$ cat src/rtl/lt_pkg.sv
`timescale 1ns/1ps
package lt_pkg;

    localparam int unsigned ADR_W = 4;

    localparam logic [ADR_W-1:0] ADR_START = 4'd0;
    localparam logic [ADR_W-1:0] ADR_DIV   = 4'd1;
    localparam logic [ADR_W-1:0] ADR_EN    = 4'd2;
    localparam logic [ADR_W-1:0] ADR_CUR   = 4'd3;
    localparam logic [ADR_W-1:0] ADR_ENT0  = 4'd8;

    localparam int unsigned EN_BIT   = 8;
    localparam int unsigned MASK_BIT = 16;
    localparam int unsigned PER_BIT  = 17;

    typedef struct packed {
        logic       masked;
        logic       periodic;
        logic [7:0] vec;
    } ent_t;

    // shift amount: ({b3,b1,b0} + 1) modulo 8
    function automatic logic [2:0] div_shift(input logic [2:0] sel);
        return sel + 3'd1;
    endfunction

    // divisor minus one, used as prescaler terminal value
    function automatic logic [7:0] div_last(input logic [2:0] sel);
        return (8'd1 << div_shift(sel)) - 8'd1;
    endfunction

    function automatic logic [31:0] ent_word(input ent_t e);
        return {14'd0, e.periodic, e.masked, 8'd0, e.vec};
    endfunction

endpackage

$ cat src/rtl/lt_regs.sv
`timescale 1ns/1ps
module lt_regs
    import lt_pkg::*;
#(
    parameter int unsigned CNT_W   = 32,
    parameter int unsigned NUM_ENT = 6
) (
    input  logic                  clk,
    input  logic                  rst,
    input  logic                  wr_en,
    input  logic [ADR_W-1:0]      wr_addr,
    input  logic [31:0]           wr_data,
    input  logic                  en_off,
    output logic [CNT_W-1:0]      start_val,
    output logic [3:0]            div_cfg,
    output logic                  sw_en,
    output ent_t [NUM_ENT-1:0]    ent
);

    always_ff @(posedge clk) begin
        if (rst) begin
            start_val <= '0;
            div_cfg   <= '0;
            sw_en     <= 1'b0;
        end else if (wr_en) begin
            if (wr_addr == ADR_START) start_val <= wr_data[CNT_W-1:0];
            if (wr_addr == ADR_DIV)   div_cfg   <= wr_data[3:0];
            if (wr_addr == ADR_EN)    sw_en     <= wr_data[EN_BIT];
        end
    end

    for (genvar g = 0; g < NUM_ENT; g++) begin : g_ent
        localparam logic [ADR_W-1:0] MY_ADR = ADR_ENT0 + ADR_W'(g);
        ent_t r;
        logic hit;
        assign hit = wr_en && (wr_addr == MY_ADR);

        always_ff @(posedge clk) begin
            if (rst) begin
                r.masked   <= 1'b1;
                r.periodic <= 1'b0;
                r.vec      <= 8'd0;
            end else if (en_off) begin
                r.masked <= 1'b1;
            end else if (hit) begin
                r.masked   <= wr_data[MASK_BIT] | ~sw_en;
                r.periodic <= (g == 0) ? wr_data[PER_BIT] : 1'b0;
                r.vec      <= wr_data[7:0];
            end
        end
        assign ent[g] = r;

        // disabled writes leave the entry masked
        assert_forced_mask_R9: assert property (@(posedge clk) disable iff (rst)
            (hit && !sw_en) |=> r.masked);
        // enable clear masks every entry
        assert_mask_all_R10: assert property (@(posedge clk) disable iff (rst)
            en_off |=> r.masked);
    end

endmodule

$ cat src/rtl/lt_prescaler.sv
`timescale 1ns/1ps
module lt_prescaler
    import lt_pkg::*;
#(
    parameter int unsigned PRE_W = 7
) (
    input  logic       clk,
    input  logic       rst,
    input  logic       restart,
    input  logic [2:0] div_sel,
    output logic       tick
);

    logic [PRE_W-1:0] pre;
    logic [7:0]       last;

    assign last = div_last(div_sel);
    assign tick = ({{(8-PRE_W){1'b0}}, pre} >= last);

    always_ff @(posedge clk) begin
        if (rst || restart) pre <= '0;
        else if (tick)      pre <= '0;
        else                pre <= pre + 1'b1;
    end

    // reaching the terminal value always wraps the prescaler
    assert_pre_wrap_R1: assert property (@(posedge clk) disable iff (rst)
        ({{(8-PRE_W){1'b0}}, pre} >= last) |=> (pre == '0));

endmodule

$ cat src/rtl/lt_countdown.sv
`timescale 1ns/1ps
module lt_countdown #(
    parameter int unsigned CNT_W = 32
) (
    input  logic             clk,
    input  logic             rst,
    input  logic             load,
    input  logic [CNT_W-1:0] load_val,
    input  logic [CNT_W-1:0] reload_val,
    input  logic             periodic,
    input  logic             tick,
    output logic [CNT_W-1:0] cur,
    output logic             expire
);

    localparam logic [CNT_W-1:0] ONE = CNT_W'(1);

    assign expire = tick && !load && (cur == ONE);

    always_ff @(posedge clk) begin
        if (rst) begin
            cur <= '0;
        end else if (load) begin
            cur <= load_val;
        end else if (tick && cur != '0) begin
            if (cur == ONE) cur <= periodic ? reload_val : '0;
            else            cur <= cur - ONE;
        end
    end

    // a start write lands in the current count
    assert_load_R2: assert property (@(posedge clk) disable iff (rst)
        load |=> (cur == $past(load_val)));
    // a stopped or finished count stays at zero
    assert_hold_zero_R4: assert property (@(posedge clk) disable iff (rst)
        (cur == '0 && !load) |=> (cur == '0));

endmodule

$ cat src/rtl/lt_pending.sv
`timescale 1ns/1ps
module lt_pending #(
    parameter int unsigned PEND_W = 4
) (
    input  logic              clk,
    input  logic              rst,
    input  logic              clr,
    input  logic              inc,
    input  logic              masked,
    input  logic              ack,
    output logic [PEND_W-1:0] cnt,
    output logic              req
);

    localparam logic [PEND_W-1:0] MAXV = {PEND_W{1'b1}};

    logic dec;
    assign req = (cnt != '0) && !masked;
    assign dec = req && ack;

    always_ff @(posedge clk) begin
        if (rst || clr) begin
            cnt <= '0;
        end else if (inc && !dec) begin
            if (cnt != MAXV) cnt <= cnt + 1'b1;
        end else if (dec && !inc) begin
            cnt <= cnt - 1'b1;
        end
    end

    // saturated count never wraps
    assert_no_overflow_R8: assert property (@(posedge clk) disable iff (rst)
        (cnt == MAXV && !clr && !dec) |=> (cnt == MAXV));
    // accepted request removes exactly one expiry
    assert_accept_dec_R7: assert property (@(posedge clk) disable iff (rst)
        (dec && !inc && !clr) |=> (cnt == $past(cnt) - 1'b1));
    // clear empties the count
    assert_clear_R10: assert property (@(posedge clk) disable iff (rst)
        clr |=> (cnt == '0));

endmodule

$ cat src/rtl/lt_timer.sv
`timescale 1ns/1ps
module lt_timer
    import lt_pkg::*;
#(
    parameter int unsigned CNT_W   = 32,
    parameter int unsigned PEND_W  = 4,
    parameter int unsigned NUM_ENT = 6
) (
    input  logic              clk,
    input  logic              rst,
    input  logic              wr_en,
    input  logic [3:0]        wr_addr,
    input  logic [31:0]       wr_data,
    input  logic [3:0]        rd_addr,
    output logic [31:0]       rd_data,
    output logic              irq_req,
    output logic [7:0]        irq_vec,
    input  logic              irq_ack,
    output logic [PEND_W-1:0] pend_cnt
);

    logic                 load, en_off, tick, expire, sw_en;
    logic [CNT_W-1:0]     start_val, cur;
    logic [3:0]           div_cfg;
    ent_t [NUM_ENT-1:0]   ent;

    assign load   = wr_en && (wr_addr == ADR_START);
    assign en_off = wr_en && (wr_addr == ADR_EN) && !wr_data[EN_BIT];

    lt_regs #(.CNT_W(CNT_W), .NUM_ENT(NUM_ENT)) u_regs (
        .clk(clk), .rst(rst), .wr_en(wr_en), .wr_addr(wr_addr),
        .wr_data(wr_data), .en_off(en_off), .start_val(start_val),
        .div_cfg(div_cfg), .sw_en(sw_en), .ent(ent)
    );

    lt_prescaler #(.PRE_W(7)) u_pre (
        .clk(clk), .rst(rst), .restart(load),
        .div_sel({div_cfg[3], div_cfg[1], div_cfg[0]}), .tick(tick)
    );

    lt_countdown #(.CNT_W(CNT_W)) u_cnt (
        .clk(clk), .rst(rst), .load(load), .load_val(wr_data[CNT_W-1:0]),
        .reload_val(start_val), .periodic(ent[0].periodic), .tick(tick),
        .cur(cur), .expire(expire)
    );

    lt_pending #(.PEND_W(PEND_W)) u_pend (
        .clk(clk), .rst(rst), .clr(load || en_off), .inc(expire),
        .masked(ent[0].masked), .ack(irq_ack), .cnt(pend_cnt), .req(irq_req)
    );

    assign irq_vec = ent[0].vec;

    always_comb begin
        rd_data = '0;
        if (rd_addr == ADR_START) rd_data = 32'(start_val);
        if (rd_addr == ADR_DIV)   rd_data = 32'(div_cfg);
        if (rd_addr == ADR_EN)    rd_data = 32'(sw_en) << EN_BIT;
        if (rd_addr == ADR_CUR)   rd_data = 32'(cur);
        for (int i = 0; i < NUM_ENT; i++)
            if (rd_addr == ADR_ENT0 + ADR_W'(i)) rd_data = ent_word(ent[i]);
    end

    // no request while the timer entry is masked, vector tracks the entry
    assert_mask_gate_R6: assert property (@(posedge clk) disable iff (rst)
        (ent[0].masked && !load && !wr_en) |=> !irq_req || !ent[0].masked);

endmodule

$ cat config.mk
export PLATFORM = sky130hd
export DESIGN_NAME = lt_timer
export DESIGN_NICKNAME = d
export VERILOG_FILES = /design/src/rtl/lt_pkg.sv /design/src/rtl/lt_regs.sv /design/src/rtl/lt_prescaler.sv /design/src/rtl/lt_countdown.sv /design/src/rtl/lt_pending.sv /design/src/rtl/lt_timer.sv
export SDC_FILE = /design/constraint.sdc
export NUM_CORES = 1
export LEC_CHECK = 0
export CORE_UTILIZATION = 60
export DETAILED_ROUTE_END_ITERATION = 6
export DONT_BUFFER_PORTS = 1
export GPL_ROUTABILITY_DRIVEN = 0
export PLACE_DENSITY = 0.75
export RECOVER_POWER = 100
export REMOVE_ABC_BUFFERS = 1
export SYNTH_ARGS = -nofsm -noshare
export SYNTH_HDL_FRONTEND = slang
export SYNTH_SLANG_ARGS = --single-unit
export TNS_END_PERCENT = 10
$ cat constraint.sdc
create_clock -name clk -period 5.3 [get_ports clk]
set_clock_uncertainty 0.1 [all_clocks]
set_input_delay 0.53 -clock clk [delete_from_list [all_inputs] [get_ports clk]]
set_output_delay 0.53 -clock clk [all_outputs]
set_load 0.01 [all_outputs]
* After elaboration in Yosys (flattened, before gate mapping)
Cells that the tools add are included.
Storage, ports and cells: bits in registers 135, output and inout bits 45
Cells by class: add/sub/neg operators 6, order comparisons 1, equality and inequality tests 20, shift-type cells 1, mux-type cells 17, bitwise operators 3, reduce and logical (&&, ||, !) cells 42
Operators by type and width (number):
- 2-to-1 mux 32 bit | 14
- == test 4 bit, second input constant | 12
- == test 32 x 1 -> 1 bit, second input constant | 1
- nonzero test 32 bit | 1
- subtractor 32 x 1 -> 32 bit, second input constant | 1
- AND reduction 2 bit | 10
- logical AND 1 bit | 16
- == test 4 x 2 -> 1 bit, second input constant | 3
- 2-to-1 mux 4 bit | 3
- == test 4 x 1 -> 1 bit, second input constant | 2
- >= comparator 7 x 8 -> 1 bit | 1
- zero test 4 bit | 2
- left shift 1 x 3 -> 8 bit, first input constant | 1
- subtractor 8 x 1 -> 8 bit, second input constant | 1
- adder 7 x 1 -> 7 bit, second input constant | 1
- zero test 1 bit | 5
- adder 4 x 1 -> 4 bit, second input constant | 1
- != test 4 bit, second input constant | 1
- nonzero test 2 bit | 2
- nonzero test 4 bit | 1
- OR reduction 2 bit | 2
- subtractor 4 x 1 -> 4 bit, second input constant | 1
- adder 3 x 1 -> 3 bit, second input constant | 1
- logical OR 1 bit | 3
- other kinds (3) | 4

* Longest topological paths before layout
Gate-level depths: netlist (run 1).
depth after elaboration 11, depth in mapped cells 20

* By module
Synthesis (run 1) repeated with hierarchy kept, for this count alone.
Second synthesis, totals: cell total of the unflattened synthesis 1017, area total of the unflattened synthesis 8817.2 µm²
Modules (own cells, without submodules):
- lt_regs | instances 1, cells each 375, area an instance 3866.2 µm², sequential area each 1841.8 µm²
- lt_countdown | instances 1, cells each 324, area an instance 2587.5 µm², sequential area each 640.6 µm²
- lt_timer | instances 1, cells each 193, area an instance 1321.3 µm², sequential area each 0.0 µm²
- lt_prescaler | instances 1, cells each 88, area an instance 696.9 µm², sequential area each 140.1 µm²
- lt_pending | instances 1, cells each 37, area an instance 345.3 µm², sequential area each 80.1 µm²

* Least setup slack after synthesis (run 1)
OpenSTA, ideal clock, no wires.
path type reg-to-reg, from register u_regs.div_cfg[1], to register u_pend.cnt[3], setup time 0.059 ns, arrival 3.983 ns, required time 5.141 ns, path slack 1.158 ns, stages on the path, launching flop included 19, path buffers 1, period minus slack after synthesis 4.142 ns, path through dfxtp_1 -> clkbuf_1 -> nand3_1 -> ha_1 -> o21ai_0 -> a22oi_1 -> ha_1 -> nand4_1 -> and3_1 -> o21ai_1 -> nand2_1 -> or4_1 -> ha_1 -> a21o_1 -> a21oi_1 -> nand2_1 -> a31o_2 -> a211o_1 -> nand2_1
Between the ends: word-level cells in the longest chain between the ends 10
Ends and longest elaborated chain:
- start, declared | line lt_regs.sv:15 | output logic [3:0] div_cfg,
- start signal, assigned | line lt_regs.sv:27 | if (wr_addr == ADR_DIV) div_cfg <= wr_data[3:0];
- adder 3 x 1 -> 3 bit * | line lt_pkg.sv:24 | return sel + 3'd1;
- left shift 1 x 3 -> 8 bit * | line lt_pkg.sv:29 | return (8'd1 << div_shift(sel)) - 8'd1;
- subtractor 8 x 1 -> 8 bit * | line lt_pkg.sv:29
- >= comparator 7 x 8 -> 1 bit * | line lt_prescaler.sv:18 | assign tick = ({{(8-PRE_W){1'b0}}, pre} >= last);
- logical AND 1 bit * (2 in a row) | line lt_countdown.sv:18 | assign expire = tick && !load && (cur == ONE);
- zero test 1 bit | line lt_pending.sv:26 | end else if (dec && !inc) begin
- logical AND 1 bit | line lt_pending.sv:26
- nonzero test 2 bit (no line)
- AND reduction 2 bit (no line)
- end signal, assigned | line lt_pending.sv:25 | if (cnt != MAXV) cnt <= cnt + 1'b1;
- end signal, assigned | line lt_pending.sv:27 | cnt <= cnt - 1'b1;
- end, declared | line lt_pending.sv:11 | output logic [PEND_W-1:0] cnt,
Every way passes the cells marked *; elsewhere a longest branch is shown, timed or not. A chain may end at the register's enable or synchronous reset.

* Worst setup path in the final report (run 1)
from register u_regs.div_cfg[0], to register u_pend.cnt[3]
Same word-level chain as after synthesis.

==> results of run 1 <==
==> metal layers <==
| layer | share of wire (%) | GRT usage, % | vias to the layer above |
|---|---|---|---|
| met2 | 46 | 57.2 | 428 |
| met1 | 39 | 42.0 | 3667 |
| met4 | 3.1 | 15.4 | 0 |
| met3 | 11 | 12.3 | 66 |
| li1 | - | - | 3554 |
| met5 | 0 | 0 | - |
==> synth_stat cells (all sizes together) (7+ instances only) <==
library cell,instances,share of area (%)
ha,17,2.7
a31oi,13,1.0
or4,9,1.0
or2,7,0.55
xnor2,10,1.1
o21ai,52,3.3
a22o,23,2.5
a21oi,77,4.9
buf,24,1.8
a221oi,9,1.0
o211ai,9,0.85
nand2,138,6.5
nor2,113,5.4
mux2i,50,6.3
nand4,16,1.5
nor2b,12,0.95
clkbuf,59,2.8
nand3,20,1.3
nand2b,7,0.55
dfxtp,135,34
nor3,22,1.5
a311oi,11,1.2
inv,18,0.85
nor4,17,1.9
and3,20,1.6
==> worst reg2reg max path, stage by stage (launching register included) <==
cell and delay (ns):
dfxtp_1 0.56, nand3_1 0.19, ha_1 0.31, o21ai_0 0.23, a22oi_1 0.12, ha_1 0.36
nand4_1 0.09, and3_1 0.20, o21ai_1 0.26, nand2_1 0.20, or4_1 0.62, ha_1 0.31
a21o_1 0.17, a21oi_1 0.19, nand2_1 0.07, a31o_2 0.23, a211o_1 0.26, nand2_1 0.05
==> logic make-up (layout without fill, tap and decap cells) <==
group           after synthesis  after routing
mux                          57             57
flops                       135            135
fa+ha+maj                    18             18
buf+inv                     101             63
xor+xnor                     12             12
compound gates              273            273
simple gates                403            403
==> through the flow <==
step | cells | cell area [um2] | power, W | hold WS, ns | utilization, %
floorplan | 916 | 7550 | 0.00269 | 0.326 | -
detailed placement | 1101 | 7880 | 0.00323 | 0.360 | 62.0
finish | 1133 | 8460 | 0.00451 | 0.0624 | 66.5
CTS | 1133 | 8500 | 0.00447 | 0.0540 | 66.8
global route | 1133 | 8460 | 0.00473 | 0.0373 | 66.5
global placement | 1101 | 7880 | 0.00318 | 0.340 | 62.0
==> sequential cells by signal (all words and copies together), names as in the netlist <==
name	cells
u_regs.ent	55
u_cnt.cur	32
u_regs.start_val	32
u_pre.pre	7
u_pend.cnt	4
u_regs.div_cfg	4
u_regs.sw_en	1
==> final cells by class <==
type / count / area, um2 / area share (%)
Tap cell: 172 / 215 / 2.55
Sequential cell: 135 / 2700 / 32.0
Multi-Input combinational cell: 763 / 4790 / 56.6
Clock buffer: 21 / 470 / 5.56
Clock inverter: 11 / 146 / 1.73
Timing Repair Buffer: 13 / 67.6 / 0.799
Inverter: 18 / 67.6 / 0.799
==> worst min-delay path by stage <==
stage | endpoint | depth (start not counted) | slack (ns)
2_1_floorplan | u_pre.pre[0]$_SDFF_PP0_ | 1 | 0.33
3_3_place_gp | u_pre.pre[0]$_SDFF_PP0_ | 1 | 0.34
3_5_place_dp | u_regs.start_val[2]$_SDFFE_PP0P_ | 2 | 0.36
4_1_cts | u_regs.ent[4]$_SDFFE_PP0P_ | 1 | 0.05
5_1_grt | u_regs.ent[4]$_SDFFE_PP0P_ | 1 | 0.04
6_report | u_regs.ent[4]$_SDFFE_PP0P_ | 1 | 0.06
==> power groups by stage <==
| stage | logic [W] | clock network (W) | registers [W] |
|---|---|---|---|
| 5_1_grt | 0.00210 | 0.00129 | 0.00134 |
| 3_5_place_dp | 0.00190 | 0 | 0.00134 |
| 2_1_floorplan | 0.00141 | 0 | 0.00128 |
| 4_1_cts | 0.00191 | 0.00125 | 0.00131 |
| 6_report | 0.00194 | 0.00124 | 0.00133 |
| 3_3_place_gp | 0.00185 | 0 | 0.00133 |
==> run metrics, run 1 <==
Setup WS post-layout a little over 0.7 ns; Avg Inst Size Synth around 7.9 um2; DRT iter0 DRCs roughly 800; layout cells sized above 1 6.76%; Top FF cell, synth dfxtp_1; Power Density roughly 530 nW/um2; drt drc 0; XOR/XNOR Fraction of Synth Area between 1 and 1.5%; post-CTS setup repair buffer count 0; CTS H-Tree Depth 4; endpoint class of the critical path register; core box area 12,700 um2; crit-path max cell delay 0.62 ns; number of synthesized flops with an enable pin 0; actual transition at the worst max-transition pin 1.44 ns; clock root buffer clkbuf_16; largest net degree at the start of global routing around 120; Syn-to-layout area delta 6.90%; Clock Tree Buf Depth 2; Die Area ~14,000 um2; Initial Utilization 62.2%; Gate Count Post-Synth between 900 and 1,000; FF-to-FF path depth 17; first-pass GRT wire length 36,600 um; simple-gate area share of the yosys netlist about a quarter; Worst Path Required roughly 5.6 ns; crit path capture u_pend.cnt[3]$_SDFFE_PP0P_; most frequent cells in the layout 137 x nand2_1, 135 x dfxtp_1, 112 x nor2_1, 77 x a21oi_1, 51 x o21ai_0; slew margin rel. between 3 and 4%; FF+latch count, synth roughly 140; crit path kind register to register; clock power share between 20% and 30%; fin. max-slew vios 0; placement row count ~40; internal power 0.00259 W; Antenna Diode Count 0; worst r2r src u_regs.div_cfg[0]$_SDFFE_PP0P_; mux share of post-synthesis cell area approximately 8.2%; vias per cell ~6.8; crit path max fanout 13; clock sink total approximately 140; worst-path cell chain nand3_1 > ha_1 > o21ai_0 > a22oi_1 > ha_1 > nand4_1 > and3_1 > o21ai_1 > nand2_1 > or4_1 > ha_1 > a21o_1 > a21oi_1 > nand2_1 > a31o_2 > a211o_1 > nand2_1; synth warn 0; leakage power ~3 nW; f_max between 200 and 250 MHz; worst hold path type input pin to register; Filler cells 1,115; Max-Cap Viols 0; R2R Setup Slk 0.72 ns; initial antenna violation count 0; Ports 89; Final HPWL DP 15,700 um; total iterations of the first detailed-routing run 6; unrepaired setup endpoints after global routing no; Final Hold Viols 0; endpoints failing setup 0; Clk pin slew, worst setup/hold paths 0.06 ns; status finished, final reports clean; Psw between 0.0015 and 0.002 W; CTS tree built; total wire length 23,400 um; largest family of logic cells by synthesized area simple AND/OR/NAND/NOR gates; vias in the first global route a little over 7,000; type of origin of the critical path register; Die X around 120 um; latest clock arrival within the worst-skew pair around 0.44 ns; register share of total power around 30%; Slowest-stage cell, CP or4_1; GRT overflow 0; CP bufs+invs 0; Min Clock Period, post-route ~4.6 ns; TritonCTS Buffers 17; Placement Setup Slack 0.803 ns; CP top delay family compound AO/OA/AOI/OAI gates; DR vias 7,715; critical hold path startpoint rst; Distinct cells, synth 72; switch share 42.5%; Post-Synth Adder-Cell Area 2.94%; die height 117 um; Compound-Gate Fraction of Synth Area between 20% and 30%; register area share after synthesis between 30 and 40%; Hold-fix buffers, CTS 0; synthesized area approximately 7900 um2; ys async rst share 0%; most common cell after layout, fill and taps aside nand2_1; final worst-path cycle share around 86%; Post-CTS Resized 0; detailed-route wire length per cell 20.7 um; Post-DRT Antenna Nets 0; GRT Util Overall between 30% and 40%; Max VDD drop ~0.35 mV; reg-to-reg endpoint u_pend.cnt[3]$_SDFFE_PP0P_; cell depth of the worst setup path 17; Buffers on Ports 0; logic gate share of total power 43.1%; CP Launch Point u_regs.div_cfg[0]$_SDFFE_PP0P_; Critical Path AT around 5 ns; fin nets 1,010; setup_tns 0 ns
No activity file was read; power rests on OpenSTA's default activity.
==> run 2, diff against run 1 <==
CORE_UTILIZATION = 40   (was 60)
PLACE_DENSITY = 0.53   (was 0.75)
==> run 2 against run 1 <==
  * Clock power hardly changed
  * Maximum frequency is 0.74% higher
  * Global-route usage is 10 points lower
  * The flow now finishes with violations (max-capacitance violations, max-slew violations)
  * Highest routed layer unchanged
  * Wire length is 6.4% higher
==> run metrics, run 2 (synthesized netlist as in run 1, its figures left out) <==
Syn-to-layout area delta 8.42%; CP top delay family simple AND/OR/NAND/NOR gates; switch share 42.8% (+0.27 points); leakage power 3.00 nW (about the same); TritonCTS Buffers 17 (unchanged); type of origin of the critical path register; Final Hold Viols 0 (unchanged); drt drc 0 (unchanged); f_max 220 MHz (+0.74%); Clock Tree Buf Depth 2 (unchanged); layout cells sized above 1 6.76% (-0.0070 points); register share of total power 28.9% (-0.5 points); Placed Cells 1,195 (+8.5%); first-pass GRT wire length 39,000 um (+6.6%); Power Density 533 nW/um2 (-0.11%); GRT overflow 0 (unchanged); total wire length 24,900 um (+6.4%); initial antenna violation count 0 (unchanged); fin. max-slew vios 116 (+116); CTS H-Tree Depth 4 (unchanged); violated checks max-capacitance violations, max-slew violations; post-CTS setup repair buffer count 0 (unchanged); Clk pin slew, worst setup/hold paths 0.06 ns (about the same); endpoints failing setup 0 (unchanged); Post-CTS Resized 0 (unchanged); Max-Cap Viols 3 (+3); die height 143 um (+22%); final worst-path cycle share 85.8% (-0.63 points); total iterations of the first detailed-routing run 5 (-1); M3 GR Usage 6.44% (-5.9 points); met2 Use GR 40.0% (-17 points); Antenna Diode Count 0 (unchanged); worst hold path type input pin to register; vias per cell 5.94 (-13%); latest clock arrival within the worst-skew pair 0.43 ns (about the same); most frequent cells in the layout 138 x nand2_1, 135 x dfxtp_1, 112 x nor2_1, 77 x a21oi_1, 51 x o21ai_0; endpoint class of the critical path register; GRT Max-Usage Layer met2; final core utilization 44.2% (-22 points); placement row count 51 (+24%); GRT Util Overall 25.1% (-10 points); Worst Path Required 5.57 ns (about the same); max reg flops 55 (unchanged); crit path max fanout 13 (unchanged); logic gate share of total power 43.7% (+0.6 points); slew margin rel. -90.4% (-94 points); status complete, but fails checks; worst-path cell chain nor3_1 > inv_1 > ha_1 > o21ai_0 > a22oi_1 > ha_1 > nand4_1 > and3_1 > o21ai_1 > nand2_1 > or4_1 > ha_1 > a21o_1 > a21oi_1 > nand2_1 > a31o_2 > a211o_1 > nand2_1; Post-DRT Antenna Nets 0 (unchanged); Min Clock Period, post-route 4.55 ns (-0.0336 ns); DR vias 7,290 (-5.5%); internal power 0.00261 W (+0.83%); clock sink total 135 (unchanged); Layout Cells excl Fill 1,227 (+8.3%); Die Area 20,300 um2 (+49%); actual transition at the worst max-transition pin 2.86 ns (+1.41 ns); Final HPWL DP 16,600 um (+6.1%); clock power share 27.4% (about the same); Ports 89 (unchanged); clock root buffer clkbuf_16; Hold-fix buffers, CTS 0 (unchanged); crit-path max cell delay 0.62 ns (about the same); Psw 0.00196 W (+2.0%); setup_tns 0 ns (unchanged); largest net degree at the start of global routing 121 (unchanged); unrepaired setup endpoints after global routing no; Critical Path AT 4.82 ns (-0.04 ns); GRT met1 Usage 32.4% (-9.6 points); Buffers on Ports 0 (unchanged); CP bufs+invs 1 (+1); Filler cells 2,031 (+82%); DRT iter0 DRCs 530 (-33%); Slowest-stage cell, CP or4_1; fin nets 1,011 (+0.099%); most common cell after layout, fill and taps aside nand2_1; Max VDD drop 0.289 mV (-16%); crit path kind register to register; vias in the first global route 6,853 (-5.8%); detailed-route wire length per cell 20.3 um (-1.7%); core box area 19,400 um2 (+52%); CTS tree built; Die X 143 um (+22%); Initial Utilization 40.8% (-21 points)
[run 2: changes by cell type in the layout (fill, tap and decap cells not counted)]
cell,previous run,this run
clkinvlp_4,2,3
nand2_2,1,0
inv_6,1,2
buf_4,5,6
nand2_1,137,138
clkinv_4,2,0
[run 2: through the flow]
| step | hold slack (ns) | cell area, um2 | power (W) | setup WS, ns |
|---|---|---|---|---|
| after floorplan | 0.326 | 7550 | 0.00269 | 0.806 |
| after global placement | 0.348 | 8020 | 0.00334 | 0.945 |
| after detailed placement | 0.357 | 8020 | 0.00333 | 0.820 |
| after CTS | 0.0686 | 8630 | 0.00459 | 0.815 |
| after global routing | 0.0618 | 8580 | 0.00484 | 0.354 |
| final | 0.0763 | 8580 | 0.00457 | 0.753 |
[run 2: path summary, 6_finish.rpt]
| check | endpoint | start | slack, ns | cells past startpoint |
|---|---|---|---|---|
| worst max-delay path | u_pend.cnt[3]$_SDFFE_PP0P_ | u_regs.div_cfg[0]$_SDFFE_PP0P_ | 0.75 | 18 |
| worst min-delay path | u_regs.ent[37]$_SDFFE_PP0P_ | rst | 0.08 | 1 |
| worst max register to register | u_pend.cnt[3]$_SDFFE_PP0P_ | u_regs.div_cfg[0]$_SDFFE_PP0P_ | 0.75 | 18 |
| worst min register to register | u_regs.start_val[5]$_SDFFE_PP0P_ | u_regs.start_val[5]$_SDFFE_PP0P_ | 0.37 | 2 |
[run 2: layer usage]
metal	vias to the layer above	share of wire [%]
li1	3548	-
met1	3492	45
met2	209	45
met3	41	6.7
met4	0	2.5
met5	-	0
[run 2: power by group through the flow]
stage	logic, W	registers [W]	clock network (W)
2_1_floorplan	0.00141	0.00128	0
3_3_place_gp	0.00200	0.00134	0
3_5_place_dp	0.00199	0.00134	0
4_1_cts	0.00200	0.00132	0.00127
5_1_grt	0.00218	0.00134	0.00132
6_report	0.00199	0.00132	0.00125
[run 2: layout make-up]
| cell class | count | area [um2] | share of cell area, % |
|---|---|---|---|
| Sequential cell | 135 | 2700 | 31.5 |
| Clock buffer | 21 | 470 | 5.49 |
| Timing Repair Buffer | 14 | 75.1 | 0.875 |
| Inverter | 18 | 67.6 | 0.788 |
| Tap cell | 265 | 332 | 3.87 |
| Multi-Input combinational cell | 763 | 4780 | 55.8 |
| Clock inverter | 11 | 145 | 1.69 |
